File: config.mk
export PLATFORM = sky130hd
export DESIGN_NAME = gpio_irq_summary
export DESIGN_NICKNAME = d
export VERILOG_FILES = /design/src/rtl/gis_pkg.sv /design/src/rtl/gis_pin_det.sv /design/src/rtl/gis_summary.sv /design/src/rtl/gis_parent_irq.sv /design/src/rtl/gpio_irq_summary.sv
export SDC_FILE = /design/constraint.sdc
export NUM_CORES = 1
export LEC_CHECK = 0
export ABC_AREA = 1
export CORE_MARGIN = 1
export CORE_UTILIZATION = 25
export DETAILED_ROUTE_END_ITERATION = 7
export PLACE_DENSITY = 0.53
export SLEW_MARGIN = 20
export SYNTH_ARGS = -nofsm -noshare
export SYNTH_HDL_FRONTEND = slang
export SYNTH_SLANG_ARGS = --single-unit
File: constraint.sdc
create_clock -name clk -period 2.9 [get_ports clk]
set_input_delay 0.725 -clock clk [delete_from_list [all_inputs] [get_ports clk]]
set_output_delay 0.725 -clock clk [all_outputs]
set_load 0.1 [all_outputs]
File: src/rtl/gis_pkg.sv
// Shared field positions and types for the GPIO interrupt block.
// Assumes a 32-bit pin word whose low five bits hold the config struct.
package gis_pkg;
    localparam int BIT_INT_STS  = 8;
    localparam int BIT_WAKE_STS = 9;
    localparam int SUM_GRP_MAX  = 46;
    localparam int SUM_W        = 64;
    localparam int CFG_W        = 5;

    typedef enum logic [1:0] {
        POL_LOW  = 2'b00,
        POL_HIGH = 2'b01,
        POL_BOTH = 2'b10,
        POL_RSVD = 2'b11
    } pol_e;

    // Packed so that bit 0 is the mode and bit 4 the unmask, matching the word.
    typedef struct packed {
        logic unmask;
        logic en;
        pol_e pol;
        logic lvl_mode;
    } pin_cfg_t;
endpackage

File: src/rtl/gis_pin_det.sv
// One pin's detector: config register, edge history, sticky interrupt
// and wake status with write-1-to-clear. A new event wins over a clear
// that arrives in the same cycle. Assumes pin_lvl is already filtered.
module gis_pin_det
    import gis_pkg::*;
(
    input  logic     clk,
    input  logic     rst_n,
    input  logic     pin_lvl,
    input  logic     pin_wake,
    input  logic     wr_sel,
    input  pin_cfg_t cfg_wr,
    input  logic     clr_int,
    input  logic     clr_wake,
    output pin_cfg_t cfg_o,
    output logic     int_sts_o,
    output logic     wake_sts_o,
    output logic     pend_o
);
    pin_cfg_t cfg_q;
    logic     prev_q;
    logic     int_q;
    logic     wake_q;
    logic     hit;
    logic     rise;
    logic     fall;

    // Transition and level match for the selected polarity and mode.
    always_comb begin
        rise = pin_lvl & ~prev_q;
        fall = ~pin_lvl & prev_q;
        unique case (cfg_q.pol)
            POL_LOW:  hit = cfg_q.lvl_mode ? ~pin_lvl : fall;
            POL_HIGH: hit = cfg_q.lvl_mode ? pin_lvl  : rise;
            POL_BOTH: hit = cfg_q.lvl_mode ? 1'b0     : (rise | fall);
            default:  hit = 1'b0;
        endcase
    end

    // Config storage and input history.
    always_ff @(posedge clk) begin
        if (!rst_n) begin
            cfg_q  <= '0;
            prev_q <= 1'b0;
        end else begin
            prev_q <= pin_lvl;
            if (wr_sel) cfg_q <= cfg_wr;
        end
    end

    // Sticky status bits: set by events, cleared by writing ones.
    always_ff @(posedge clk) begin
        if (!rst_n) begin
            int_q  <= 1'b0;
            wake_q <= 1'b0;
        end else begin
            int_q  <= (int_q & ~(wr_sel & clr_int)) | (cfg_q.en & hit);
            wake_q <= (wake_q & ~(wr_sel & clr_wake)) | pin_wake;
        end
    end

    assign cfg_o      = cfg_q;
    assign int_sts_o  = int_q;
    assign wake_sts_o = wake_q;
    assign pend_o     = (int_q & cfg_q.en & cfg_q.unmask) | wake_q;
endmodule

File: src/rtl/gis_summary.sv
// Folds per-pin pending flags into one bit per group of four pins and
// a global any-pending flag. Assumes NUM_PINS fits the 46-bit summary.
module gis_summary
    import gis_pkg::*;
#(
    parameter int NUM_PINS = 16
) (
    input  logic [NUM_PINS-1:0] pend,
    output logic [SUM_W-1:0]    sum_vec,
    output logic                any_pend
);
    localparam int NUM_GRP = (NUM_PINS + 3) / 4;

    for (genvar k = 0; k < NUM_GRP; k++) begin : g_grp
        localparam int LO = 4 * k;
        localparam int HI = (4 * k + 3 < NUM_PINS) ? 4 * k + 3 : NUM_PINS - 1;
        assign sum_vec[k] = |pend[HI:LO];
    end
    if (NUM_GRP < SUM_W) begin : g_pad
        assign sum_vec[SUM_W-1:NUM_GRP] = '0;
    end

    assign any_pend = |pend;
endmodule

File: src/rtl/gis_parent_irq.sv
// Parent line control: one pulse per arming, re-armed by end-of-interrupt.
// A fire in the same cycle as end-of-interrupt takes priority.
module gis_parent_irq (
    input  logic clk,
    input  logic rst_n,
    input  logic any_pend,
    input  logic eoi_wr,
    output logic irq_out,
    output logic armed
);
    logic fire;

    assign fire = armed & any_pend;

    // Arming state and registered pulse.
    always_ff @(posedge clk) begin
        if (!rst_n) begin
            armed   <= 1'b1;
            irq_out <= 1'b0;
        end else begin
            irq_out <= fire;
            if (fire)        armed <= 1'b0;
            else if (eoi_wr) armed <= 1'b1;
        end
    end
endmodule

File: src/rtl/gpio_irq_summary.sv
// Top of the GPIO interrupt detect and summary block: address decode,
// per-pin detectors, group summary, parent line and registered read port.
// Assumes byte addresses; pin words at 4*n, summary and master words above.
module gpio_irq_summary
    import gis_pkg::*;
#(
    parameter int          NUM_PINS   = 16,
    parameter int          ADDR_W     = 12,
    parameter int unsigned SUM_LO_OFF = 'h400,
    parameter int unsigned SUM_HI_OFF = 'h404,
    parameter int unsigned MASTER_OFF = 'h408,
    parameter int          EOI_BIT    = 0
) (
    input  logic                clk,
    input  logic                rst_n,
    input  logic [NUM_PINS-1:0] pin_lvl,
    input  logic [NUM_PINS-1:0] pin_wake,
    input  logic                wr_en,
    input  logic                rd_en,
    input  logic [ADDR_W-1:0]   addr,
    input  logic [31:0]         wdata,
    output logic [31:0]         rdata,
    output logic                irq_out
);
    logic [NUM_PINS-1:0] wr_sel;
    logic [NUM_PINS-1:0] pend;
    logic [NUM_PINS-1:0] int_vec;
    logic [NUM_PINS-1:0] wake_vec;
    logic [NUM_PINS-1:0] en_vec;
    pin_cfg_t            cfg_arr [NUM_PINS];
    logic [SUM_W-1:0]    sum_vec;
    logic                any_pend;
    logic                armed;
    logic                eoi_wr;
    logic [31:0]         rd_mux;
    pin_cfg_t            cfg_wr;

    assign cfg_wr = pin_cfg_t'(wdata[CFG_W-1:0]);

    // Write decode: one select per pin word, plus the end-of-interrupt strobe.
    always_comb begin
        for (int n = 0; n < NUM_PINS; n++) begin
            wr_sel[n] = wr_en && (addr == ADDR_W'(4 * n));
        end
        eoi_wr = wr_en && (addr == ADDR_W'(MASTER_OFF)) && wdata[EOI_BIT];
    end

    for (genvar n = 0; n < NUM_PINS; n++) begin : g_pin
        gis_pin_det u_pin (
            .clk        (clk),
            .rst_n      (rst_n),
            .pin_lvl    (pin_lvl[n]),
            .pin_wake   (pin_wake[n]),
            .wr_sel     (wr_sel[n]),
            .cfg_wr     (cfg_wr),
            .clr_int    (wdata[BIT_INT_STS]),
            .clr_wake   (wdata[BIT_WAKE_STS]),
            .cfg_o      (cfg_arr[n]),
            .int_sts_o  (int_vec[n]),
            .wake_sts_o (wake_vec[n]),
            .pend_o     (pend[n])
        );
        assign en_vec[n] = cfg_arr[n].en;
    end

    gis_summary #(
        .NUM_PINS (NUM_PINS)
    ) u_sum (
        .pend     (pend),
        .sum_vec  (sum_vec),
        .any_pend (any_pend)
    );

    gis_parent_irq u_parent (
        .clk      (clk),
        .rst_n    (rst_n),
        .any_pend (any_pend),
        .eoi_wr   (eoi_wr),
        .irq_out  (irq_out),
        .armed    (armed)
    );

    // Read select: pin words, then the two summary halves; the master word reads zero.
    always_comb begin
        rd_mux = '0;
        for (int n = 0; n < NUM_PINS; n++) begin
            if (addr == ADDR_W'(4 * n)) begin
                rd_mux[CFG_W-1:0]    = cfg_arr[n];
                rd_mux[BIT_INT_STS]  = int_vec[n];
                rd_mux[BIT_WAKE_STS] = wake_vec[n];
            end
        end
        if (addr == ADDR_W'(SUM_LO_OFF)) rd_mux = sum_vec[31:0];
        if (addr == ADDR_W'(SUM_HI_OFF)) rd_mux = sum_vec[63:32];
    end

    // Registered read data, zero when no read was requested.
    always_ff @(posedge clk) begin
        if (!rst_n)     rdata <= '0;
        else if (rd_en) rdata <= rd_mux;
        else            rdata <= '0;
    end
endmodule

======== Word-level counts from Yosys, hierarchy flattened ========
Cells that the tools add are included.
word-level totals
  logic and storage cells ................. 583
  output and inout bits ................... 33
  input bits .............................. 80
  register bits after elaboration ......... 162
cells by class
  mux-type cells .......................... 99
  equal/unequal tests ..................... 50
  reduce and logical (&&, ||, !) cells .... 43
  bitwise logic cells ..................... 275
operator list
  operator                                                            number
  1-bit AND                                                           145
  12-bit by 6-bit == test with 1-bit output (second input constant)   8
  5-bit 2-to-1 mux                                                    16
  1-bit NOT                                                           66
  1-bit OR                                                            64
  1-bit 2-to-1 mux                                                    50
  12-bit by 5-bit == test with 1-bit output (second input constant)   4
  1-bit one-hot mux with 3 select lines                               16
  12-bit by 11-bit == test with 1-bit output (second input constant)  3
  2-bit by 1-bit == test with 1-bit output (second input constant)    16
  2-bit == test (second input constant)                               16
  2-bit zero test                                                     16
  2-bit 2-to-1 mux                                                    16
  12-bit by 4-bit == test with 1-bit output (second input constant)   2
  4-bit OR reduction                                                  5
  1-bit logical AND                                                   18
  16-bit OR reduction                                                 1
  12-bit by 3-bit == test with 1-bit output (second input constant)   1
  12-bit zero test                                                    1
  4-bit 2-to-1 mux                                                    1
  3-bit OR reduction                                                  1
  2-bit nonzero test                                                  1

======== Logic depth before layout (Yosys ltp) ========
Gate-level depths: netlist of the first run.
  depth after elaboration ................. 18
  gate-level depth with buffers ........... 27
  depth with buffers taken out ............ 27

======== Modules after synthesis ========
A second synthesis of the first run with hierarchy kept.
unflattened totals
  cell total of the unflattened synthesis .. 1447
  area, all modules ....................... 9472.8 sq um
by module, submodules not included
  module            cells an instance  area an instance (sq um)  instances  sequential area each (sq um)
  gis_pin_det       51                 362.8                     16         160.2
  gpio_irq_summary  548                3094.2                    1          640.6
  gis_summary       76                 513.0                     1          0.0
  gis_parent_irq    7                  60.1                      1          40.0

======== Worst setup path before layout of the first run ========
OpenSTA, ideal clock, no wires.
  path kind ............................... input to register
  start ................................... in addr[9]
  end ..................................... reg rdata[8]
  arrival time ............................ 2304 ps
  cell stages on the path ................. 25
  path buffers ............................ 1
  setup time .............................. 117 ps
  data required time ...................... 2783 ps
  setup slack ............................. 479 ps
  cells stage by stage .................... nor2_2 > nand2_4 > nor2_2 > nand2_1 > buf_6 > o21ai_1 > inv_1 > nand2_1 > nand2_1 > nand2_1 > nand2_1 > nand2_1 > nand2_1 > nand2_1 > nand2_1 > nand2_1 > nand2_1 > nand2_1 > nand2_1 > nand2_1 > nand2_1 > nand2_1 > nand2_1 > a21oi_1 > nor2_1
between the ends
  longest elaborated chain between the ends .. 17
  elaborated cells between the ends (all ways) .. 35
  classes of those cells .................. 17 x eq/ne; 16 x mux; 2 x reduce/logical
RTL lines
  item                            line                     text
  start: declaration              gpio_irq_summary.sv:20   input logic [ADDR_W-1:0] addr,
  12-bit zero test                gpio_irq_summary.sv:87   if (addr == ADDR_W'(4 * n)) begin
  2-bit 2-to-1 mux (16 in a row)  gpio_irq_summary.sv:87
  end signal: assignment          gpio_irq_summary.sv:100  else if (rd_en) rdata <= rd_mux;
  end: declaration                gpio_irq_summary.sv:22   output logic [31:0] rdata,
Several ways; a longest one is shown, not always the timed one.
A chain may end at the register's enable or synchronous reset.

======== Worst setup path in the final report of the first run ========
  start ................................... in addr[4]
  end ..................................... reg rdata[3]
between the ends
  longest elaborated chain between the ends .. 18
  elaborated cells between the ends (all ways) .. 36
  classes of those cells .................. 17 x eq/ne; 17 x mux; 2 x reduce/logical
RTL lines
  item                            line                    text
  12-bit zero test                gpio_irq_summary.sv:87
  5-bit 2-to-1 mux (16 in a row)  gpio_irq_summary.sv:87
  4-bit 2-to-1 mux                gpio_irq_summary.sv:93  if (addr == ADDR_W'(SUM_LO_OFF)) rd_mux = sum_vec[31:0];
Several ways; a longest one is shown, not always the timed one.

==> reports/summary.txt, run 1 <==
==================================================================================
Pre-CTS setup slack                                                      -0.546 ns
Die boundary height                                                         179 µm
Most common library cell in the layout ignoring fill and taps         sky130_fd_sc_hd__inv_1
Final-layout worst hold slack                                             0.460 ns
CTS sink cnt                                                                   137
Net total in the final layout                                                 1416
All-Layer GR Usage                                                           0.146
Met2 wire len                                                             10600 µm
PortBufs                                                                        62
Slowest cell delay on critical path                                        0.29 ns
EDFF count, synth                                                                0
Switching part of the total power                                            0.263
Share of final-layout standard cells stronger than drive strength 1          0.128
CTS buffer count                                                                17
Hold buffers post-CTS                                                            0
Highest net fanout along the worst path                                          5
Core Rows                                                                       64
Startpoint-to-endpoint class of the critical path                        in -> reg
Crit path setup slack, layout                                             0.229 ns
Worst-case headroom to the max-slew limit                                    0.471
Synth async-reset ratio                                                          0
Register-to-Register Path Depth                                                 16
Hold Fails Final Rpt                                                             0
Antenna diodes                                                                   0
Vias after detailed routing                                                   7653
Total of endpoints with negative setup slack in the final report                 0
Number of violations of the max-capacitance limit                                0
Final design area excluding fillers                                    0.00996 mm²
Die area                                                                0.0322 mm²
Synthesis warning total                                                          0
Wire length of the first global-routing pass                              36200 µm
Worst Hold Depth                                                                 2
Met3 routed WL                                                              989 µm
Clk network pwr share                                                        0.481
Cells after synthesis                                                         1188
Number of pins exceeding their max-slew limit in the final report                0
Worst slew pin tran                                                       0.788 ns
Critical path arrival                                                      3.03 ns
Topmost layer with routed signal wires                                        met4
Mean Syn Cell Area                                                        6.62 µm²
Fillers                                                                       3335
I/O pin cnt                                                                    113
Std-Cell Core Area                                                      0.0307 mm²
Effective utilization at floorplan                                           0.256
Distinct cell type count of the synthesized netlist                             39
Comb pwr share                                                               0.107
Clock transition at the registers of the reported paths                    0.06 ns
Wire length on met1                                                       11100 µm
Wire length per cell                                                       13.6 µm
Final routed wirelength across all metal layers                           23200 µm
CTS H-Tree Depth                                                                 4
Cell repeated most along the worst path                               sky130_fd_sc_hd__nand2_1
Maximum count of clock buffers along a single path                               2
Overflow left after global routing                                               0
Register bit total from synthesis                                              137
DP Area                                                                0.00921 mm²
Ratio of final minimum period to clock period                                0.921
Reg power frac                                                               0.413
# DRC                                                                            0
Top library cells by usage in the layout, fill and taps aside         218 x sky130_fd_sc_hd__inv_1, 214 x sky130_fd_sc_hd__nand2_1, 137 x sky130_fd_sc_hd__dfxtp_1
Clock tree from TritonCTS                                                    built
Signed area change from the synthesized netlist to the final layout          26.7%
Pin count of the biggest net entering global routing                            45
Top_reg_cell synth                                                    sky130_fd_sc_hd__dfxtp_1
Number of antenna violations at the first check in global routing                0
Overall power of the completed layout                                      4.69 mW
DPL Wire Length                                                           16600 µm
Area of the mapped netlist                                             0.00786 mm²
Final GP Congestion                                                          0.879
Worst hold path type                                                    reg -> reg
Endpoint class of the critical path                                      flip-flop
Switching power                                                            1.23 mW
Highest clock frequency the design can meet                                374 MHz
Clock skew after layout                                                  0.0152 ns
Required time of the critical path                                         3.26 ns
Reg area                                                               0.00274 mm²
Routed via count divided by cell count                                        4.47
Clock latency at the later pin of the worst-skew pair                      0.43 ns
Register area share after synthesis                                          0.349
Kind of launch point of the worst setup path                            input port
Outcome                                                               complete, no violations
Core Util, Final                                                             0.324
Minimum clock period                                                       2.67 ns
Chip width                                                                  179 µm
Critical path's slowest cell                                          sky130_fd_sc_hd__dlygate4sd2_1
Vias in the first global route                                                7123
DR iter-0 viols                                                                516
Antenna Violating Nets Remaining                                                 0
Area of the multi-input gates                                          0.00401 mm²
Leak                                                                       4.37 nW
Power per Cell Area                                                     471 mW/mm²
Clk Tree Root Cell                                                    sky130_fd_sc_hd__clkbuf_16
Internal power contribution                                                3.45 mW
Number of detailed-routing iterations run before antenna repair                  8
Peak VDD IR                                                               0.338 mV
==================================================================================
synthesized netlist by cell type, types with 2 or more instances:
master	n	area share
sky130_fd_sc_hd__nand4_1	2	0.0016
sky130_fd_sc_hd__buf_6	3	0.0043
sky130_fd_sc_hd__nor2_4	4	0.0057
sky130_fd_sc_hd__buf_1	2	0.00096
sky130_fd_sc_hd__a211oi_1	41	0.039
sky130_fd_sc_hd__ha_1	32	0.051
sky130_fd_sc_hd__nor3_1	9	0.0057
sky130_fd_sc_hd__nand2_2	2	0.0016
sky130_fd_sc_hd__o21ai_1	6	0.0038
sky130_fd_sc_hd__nor2_2	8	0.0064
sky130_fd_sc_hd__inv_1	221	0.11
sky130_fd_sc_hd__clkbuf_1	33	0.016
sky130_fd_sc_hd__nand3_1	45	0.029
sky130_fd_sc_hd__o311ai_0	3	0.0033
sky130_fd_sc_hd__inv_2	4	0.0019
sky130_fd_sc_hd__nand3b_1	2	0.0019
sky130_fd_sc_hd__clkinv_1	5	0.0024
sky130_fd_sc_hd__dfxtp_1	137	0.35
sky130_fd_sc_hd__a221oi_1	4	0.0045
sky130_fd_sc_hd__or2_2	8	0.0064
sky130_fd_sc_hd__nand2_4	2	0.0029
sky130_fd_sc_hd__a21oi_1	91	0.058
sky130_fd_sc_hd__buf_4	26	0.025
sky130_fd_sc_hd__o21ai_2	3	0.0033
sky130_fd_sc_hd__nand2_1	220	0.11
sky130_fd_sc_hd__o22ai_1	18	0.014
sky130_fd_sc_hd__nor2_1	104	0.050
sky130_fd_sc_hd__a311oi_1	4	0.0045
sky130_fd_sc_hd__buf_2	7	0.0045
sky130_fd_sc_hd__o21ai_0	133	0.085
critical path: cells and delay by family:
kind	cells	cell delay, ns
buffers and inverters	2	0.43
AND/OR/NAND/NOR	24	1.82
AO/OA/AOI/OAI	1	0.07
power by group through the flow:
| stage | logic [mW] | clock network [mW] | registers, mW |
|---|---|---|---|
| after detailed placement | 0.500 | 0 | 1.98 |
| after CTS | 0.503 | 2.30 | 1.93 |
| after global placement | 0.496 | 0 | 1.98 |
| after floorplan | 0.324 | 0 | 1.98 |
| after global routing | 0.545 | 2.38 | 1.94 |
| final | 0.501 | 2.25 | 1.93 |
registers in the layout, summed over array words and instances, names as in the netlist:
| signal | flops |
|---|---|
| g_pin.u_pin.prev_q | 16 |
| u_parent.armed | 1 |
| g_pin.u_pin.int_sts_o | 16 |
| u_parent.irq_out | 1 |
| rdata | 7 |
| g_pin.u_pin.wake_sts_o | 16 |
| g_pin.u_pin.cfg_o | 80 |
per-layer routing:
metal,vias to the layer above,GRT usage
li1,3986,-
met5,-,0
met1,3476,0.189
met2,161,0.242
met3,30,0.0247
met4,0,0.0532
cell families after synthesis:
group | count (synthesis) | share of synthesized area
and+or+nand+nor | 410 | 0.220
adders and majority gates | 32 | 0.0509
DFF | 137 | 0.349
other | 1 | 0.000477
AOI/OAI and AO/OA | 307 | 0.219
buffers and inverters | 301 | 0.160
per-stage QoR:
step / TNS [ns] / instances
finish: 0 / 1712
global route: -0.00322 / 1712
CTS: 0 / 1703
detailed placement: -5.67 / 1672
global placement: -5.52 / 1672
floorplan: 0 / 1212
layout make-up:
class,count,share of cell area
clock buffer,20,0.0458
clock inverter,11,0.0147
inverter,230,0.0874
multi-input combinational,775,0.402
sequential,137,0.275
tap,396,0.0497
timing repair buffer,143,0.125
path summary, 6_finish.rpt:
check	from	to	slack, ns
max	addr[4]	rdata[3]$_SDFF_PP0_	0.23
min	g_pin[2].u_pin.cfg_o[3]$_SDFFE_PN0P_	g_pin[2].u_pin.int_sts_o$_SDFF_PN0_	0.46
max reg2reg	g_pin[1].u_pin.cfg_o[0]$_SDFFE_PN0P_	rdata[0]$_SDFF_PP0_	0.78
min reg2reg	g_pin[2].u_pin.cfg_o[3]$_SDFFE_PN0P_	g_pin[2].u_pin.int_sts_o$_SDFF_PN0_	0.46
repair_timing:
action                                  in CTS  in global routing
gates resized for setup                      9                 28
endpoints found under the setup margin       7                 12
gates cloned                                 0                  1
buffers inserted                             0                  8
hold endpoints to repair                     0                  0
pin swaps                                    0                 15
Power figures use the tool's default switching activity.
==> run 2, diff against run 1 <==
--- a/config.mk
+++ b/config.mk
@@ -8,7 +8,9 @@
 export ABC_AREA = 1
 export CORE_MARGIN = 1
 export CORE_UTILIZATION = 25
+export CTS_CLUSTER_DIAMETER = 60
 export DETAILED_ROUTE_END_ITERATION = 7
+export HOLD_SLACK_MARGIN = 0.1
 export PLACE_DENSITY = 0.53
 export SLEW_MARGIN = 20
 export SYNTH_ARGS = -nofsm -noshare
==> results of run 2 <==
The final DEF is identical to that of run 1; final timing and power are the same.
==> run 3, diff against run 2 <==
--- a/config.mk
+++ b/config.mk
@@ -11,8 +11,9 @@
 export CTS_CLUSTER_DIAMETER = 60
 export DETAILED_ROUTE_END_ITERATION = 7
 export HOLD_SLACK_MARGIN = 0.1
-export PLACE_DENSITY = 0.53
+export PLACE_DENSITY = 0.52
 export SLEW_MARGIN = 20
 export SYNTH_ARGS = -nofsm -noshare
 export SYNTH_HDL_FRONTEND = slang
+export SYNTH_HIERARCHICAL = 1
 export SYNTH_SLANG_ARGS = --single-unit
==> reports/summary.txt, run 3 <==
==================================================================================
Setup repair after global routing missed its margin                           true
Critical path's slowest cell                                          sky130_fd_sc_hd__nor2_4   was sky130_fd_sc_hd__dlygate4sd2_1
Number of violations of the max-capacitance limit                                0   unchanged
Std-Cell Core Area                                                      0.0370 mm²   was 0.0307 mm²
Register area share after synthesis                                          0.342   was 0.349
Routed via count divided by cell count                                        4.25   was 4.47
Worst hold path type                                                    reg -> reg   unchanged
Area of the mapped netlist                                             0.00947 mm²   was 0.00786 mm²
Final non-filler cell total                                                   2159   was 1712
Antenna Violating Nets Remaining                                                 0   unchanged
R2r endpoint                                                          rdata[0]$_SDFF_PN0_   was rdata[0]$_SDFF_PP0_
Clock latency at the later pin of the worst-skew pair                      0.44 ns   was 0.43 ns
Multiplexer share of the synthesized area                                        0   unchanged
Number of buffer and inverter instances along the worst setup path               3   was 2
Power per Cell Area                                                     406 mW/mm²   was 471 mW/mm²
CTS sink cnt                                                                   162   was 137
Adder and majority cell fraction of the synthesized area                    0.0423   was 0.0509
Number of detailed-routing iterations run before antenna repair                  6   was 8
Most repeated cell in the gate-level netlist after synthesis          sky130_fd_sc_hd__nand2_1   was sky130_fd_sc_hd__inv_1
All-Layer GR Usage                                                           0.146   about the same
Clk network pwr share                                                        0.452   was 0.481
Critical path arrival                                                      3.17 ns   was 3.03 ns
Critical Path Stages                                                            30   was 27
Leak                                                                       5.67 nW   was 4.37 nW
Vias after detailed routing                                                   9185   was 7653
Die area                                                                0.0387 mm²   was 0.0322 mm²
Switching power                                                            1.27 mW   was 1.23 mW
Synthesis warning total                                                          6   was 0
Total negative slack                                                          0 ns   unchanged
I/O pin cnt                                                                    113   unchanged
Cells after synthesis                                                         1447   was 1188
Cell types occupying the most area after synthesis                    sky130_fd_sc_hd__dfxtp_1 34%, sky130_fd_sc_hd__nand2_1 15%, sky130_fd_sc_hd__nor2_1 8.7%, sky130_fd_sc_hd__inv_1 5.3%, sky130_fd_sc_hd__buf_4 4.8%   was sky130_fd_sc_hd__dfxtp_1 35%, sky130_fd_sc_hd__inv_1 11%, sky130_fd_sc_hd__nand2_1 11%, sky130_fd_sc_hd__o21ai_0 8.5%, sky130_fd_sc_hd__a21oi_1 5.8%
Total of endpoints with negative setup slack in the final report                 0   unchanged
EDFF count, synth                                                                0   unchanged
Largest family of logic cells by synthesized area                     simple AND/OR/NAND/NOR gates   unchanged
Top_reg_cell synth                                                    sky130_fd_sc_hd__dfxtp_1   unchanged
Die boundary height                                                         197 µm   was 179 µm
DR iter-0 viols                                                                496   was 516
Top cell types by occurrence after synthesis                          366 x sky130_fd_sc_hd__nand2_1, 220 x sky130_fd_sc_hd__nor2_1, 162 x sky130_fd_sc_hd__dfxtp_1   was 221 x sky130_fd_sc_hd__inv_1, 220 x sky130_fd_sc_hd__nand2_1, 137 x sky130_fd_sc_hd__dfxtp_1
Minimum clock period                                                       2.79 ns   was 2.67 ns
CTS H-Tree Depth                                                                 4   unchanged
Final GP Congestion                                                          0.853   was 0.879
Top library cells by usage in the layout, fill and taps aside         351 x sky130_fd_sc_hd__nand2_1, 211 x sky130_fd_sc_hd__nor2_1, 162 x sky130_fd_sc_hd__dfxtp_1   was 218 x sky130_fd_sc_hd__inv_1, 214 x sky130_fd_sc_hd__nand2_1, 137 x sky130_fd_sc_hd__dfxtp_1
PortBufs                                                                        87   was 62
DPL Wire Length                                                           19700 µm   was 16600 µm
Xor/xnor share of the synthesized area                                           0   unchanged
Simple-gate area share of the yosys netlist                                  0.330   was 0.220
Distinct cell type count of the synthesized netlist                             38   was 39
Fraction of the mapped netlist area in compound gates                        0.141   was 0.219
Core Rows                                                                       70   was 64
Endpoint class of the critical path                                      flip-flop   unchanged
Number of instances in the placed design                                      2107   was 1672
Crit-path leading delay family                                        simple AND/OR/NAND/NOR gates   unchanged
Peak VDD IR                                                               0.419 mV   was 0.338 mV
Register bit total from synthesis                                              162   was 137
Share of final-layout standard cells stronger than drive strength 1          0.219   was 0.128
Reg area                                                               0.00324 mm²   was 0.00274 mm²
Hold Fails Final Rpt                                                             0   unchanged
# DRC                                                                            0   unchanged
Chip width                                                                  197 µm   was 179 µm
Net total in the final layout                                                 1754   was 1416
Highest net fanout along the worst path                                          5   unchanged
Area of the multi-input gates                                          0.00529 mm²   was 0.00401 mm²
Wire length of the first global-routing pass                              44400 µm   was 36200 µm
Synth async-reset ratio                                                          0   unchanged
Effective utilization at floorplan                                           0.256   about the same
Critical Path Sink                                                    rdata[4]$_SDFF_PN0_   was rdata[3]$_SDFF_PP0_
Startpoint-to-endpoint class of the critical path                        in -> reg   unchanged
Portion of synthesized cell area occupied by the leading cell type           0.342   was 0.349
Final routed wirelength across all metal layers                           27400 µm   was 23200 µm
Pin count of the biggest net entering global routing                            57   was 45
Maximum count of clock buffers along a single path                               2   unchanged
Clk Tree Root Cell                                                    sky130_fd_sc_hd__clkbuf_16   unchanged
Antenna diodes                                                                   0   unchanged
Kind of launch point of the worst setup path                            input port   unchanged
CTS buffer count                                                                17   unchanged
Comb pwr share                                                               0.085   was 0.107
Ratio of final minimum period to clock period                                0.961   was 0.921
Origin of the critical flop-to-flop path                              g_pin[0].u_pin/cfg_o[0]$_SDFFE_PN0P_   was g_pin[1].u_pin.cfg_o[0]$_SDFFE_PN0P_
Mean Syn Cell Area                                                        6.55 µm²   was 6.62 µm²
Largest register FFs                                                            80   unchanged
Overflow left after global routing                                               0   unchanged
Reg power frac                                                               0.463   was 0.413
Clock tree from TritonCTS                                                    built   unchanged
Wire length per cell                                                       12.7 µm   was 13.6 µm
Register-to-register path setup slack                                      0.81 ns   was 0.78 ns
Internal power contribution                                                3.65 mW   was 3.45 mW
Signed area change from the synthesized netlist to the final layout          27.8%   was 26.7%
Fillers                                                                       4078   was 3335
Number of antenna violations at the first check in global routing                0   unchanged
Overall power of the completed layout                                      4.92 mW   was 4.69 mW
Setup crit start                                                           addr[9]   was addr[4]
Switching part of the total power                                            0.258   was 0.263
Outcome                                                               complete, no violations   unchanged
Vias in the first global route                                                8812   was 7123
Highest clock frequency the design can meet                                359 MHz   was 374 MHz
Register-to-Register Path Depth                                                 24   was 16
Number of pins exceeding their max-slew limit in the final report                0   unchanged
Slowest cell delay on critical path                                        0.19 ns   was 0.29 ns
Required time of the critical path                                         3.28 ns   was 3.26 ns
Clock skew after layout                                                  0.0135 ns   was 0.0152 ns
Most common library cell in the layout ignoring fill and taps         sky130_fd_sc_hd__nand2_1   was sky130_fd_sc_hd__inv_1
Cell repeated most along the worst path                               sky130_fd_sc_hd__nand2_1   unchanged
Clock transition at the registers of the reported paths                    0.07 ns   was 0.06 ns
Largest area contributor in the netlist                               sky130_fd_sc_hd__dfxtp_1   unchanged
==================================================================================
==> run 3: logic make-up (layout without fill, tap and decap cells) <==
kind of cell               after synthesis  count (layout)
AOI/OAI and AO/OA                      238             238
adders and majority gates               32              32
buffers and inverters                  275             423
DFF                                    162             162
other                                    1              60
and+or+nand+nor                        739             740
==> run 3: timing repair <==
action | in CTS | in global routing
gates resized for setup | 39 | 70
cloned | 1 | 0
setup buffers | 8 | 11
hold buffers | 0 | 0
setup endpoints to repair | 7 | 7
pin swaps | 25 | 65
==> run 3: worst min-delay path: cells and delay by family (launching register included) <==
kind	cells	cell delay, ns
AOI/OAI and AO/OA	1	0.07
DFF	1	0.33
and+or+nand+nor	1	0.05
==> run 3: power groups by stage <==
stage          Sequential, mW  Clock, mW  Combinational [mW]
6_report                 2.28       2.22               0.418
5_1_grt                  2.28       2.39               0.467
4_1_cts                  2.28       2.30               0.414
3_5_place_dp             2.33          0               0.409
3_3_place_gp             2.33          0               0.403
2_1_floorplan            2.33          0               0.227
==> run 3: cell type report <==
class                      instances  share of cell area
timing repair buffer             200               0.137
sequential                       162               0.268
tap                              504              0.0521
inverter                         191              0.0598
multi-input combinational       1070               0.437
clock buffer                      20              0.0377
clock inverter                    12             0.00878
==> run 3: how the worst min path moves through the flow <==
stage	startpoint	endpoint	slack [ns]	depth (start not counted)
6_report	u_parent/armed$_SDFFE_PN1P_	u_parent/armed$_SDFFE_PN1P_	0.47	2
5_1_grt	u_parent/armed$_SDFFE_PN1P_	u_parent/armed$_SDFFE_PN1P_	0.50	2
4_1_cts	u_parent/armed$_SDFFE_PN1P_	u_parent/armed$_SDFFE_PN1P_	0.48	2
3_5_place_dp	u_parent/armed$_SDFFE_PN1P_	u_parent/armed$_SDFFE_PN1P_	0.46	2
3_3_place_gp	u_parent/armed$_SDFFE_PN1P_	u_parent/armed$_SDFFE_PN1P_	0.45	2
2_1_floorplan	u_parent/armed$_SDFFE_PN1P_	u_parent/irq_out$_SDFF_PN0_	0.43	2
==> run 3: stage by stage <==
step / instance area (µm²) / util / hold WS [ns] / worst slack (ns)
after floorplan: 9690 / - / 0.429 / 0.288
after global placement: 11200 / 0.303 / 0.451 / -0.689
after detailed placement: 11200 / 0.303 / 0.460 / -0.717
after CTS: 11900 / 0.322 / 0.476 / -0.00387
after global routing: 12100 / 0.328 / 0.503 / -0.124
final: 12100 / 0.328 / 0.472 / 0.113
==> run 3: layer usage <==
metal	GRT usage	part of all wire	vias to the layer above
li1	-	-	4840
met1	0.181	0.46	4172
met2	0.255	0.49	144
met3	0.0281	0.033	29
met4	0.0434	0.017	0
met5	0	0	-
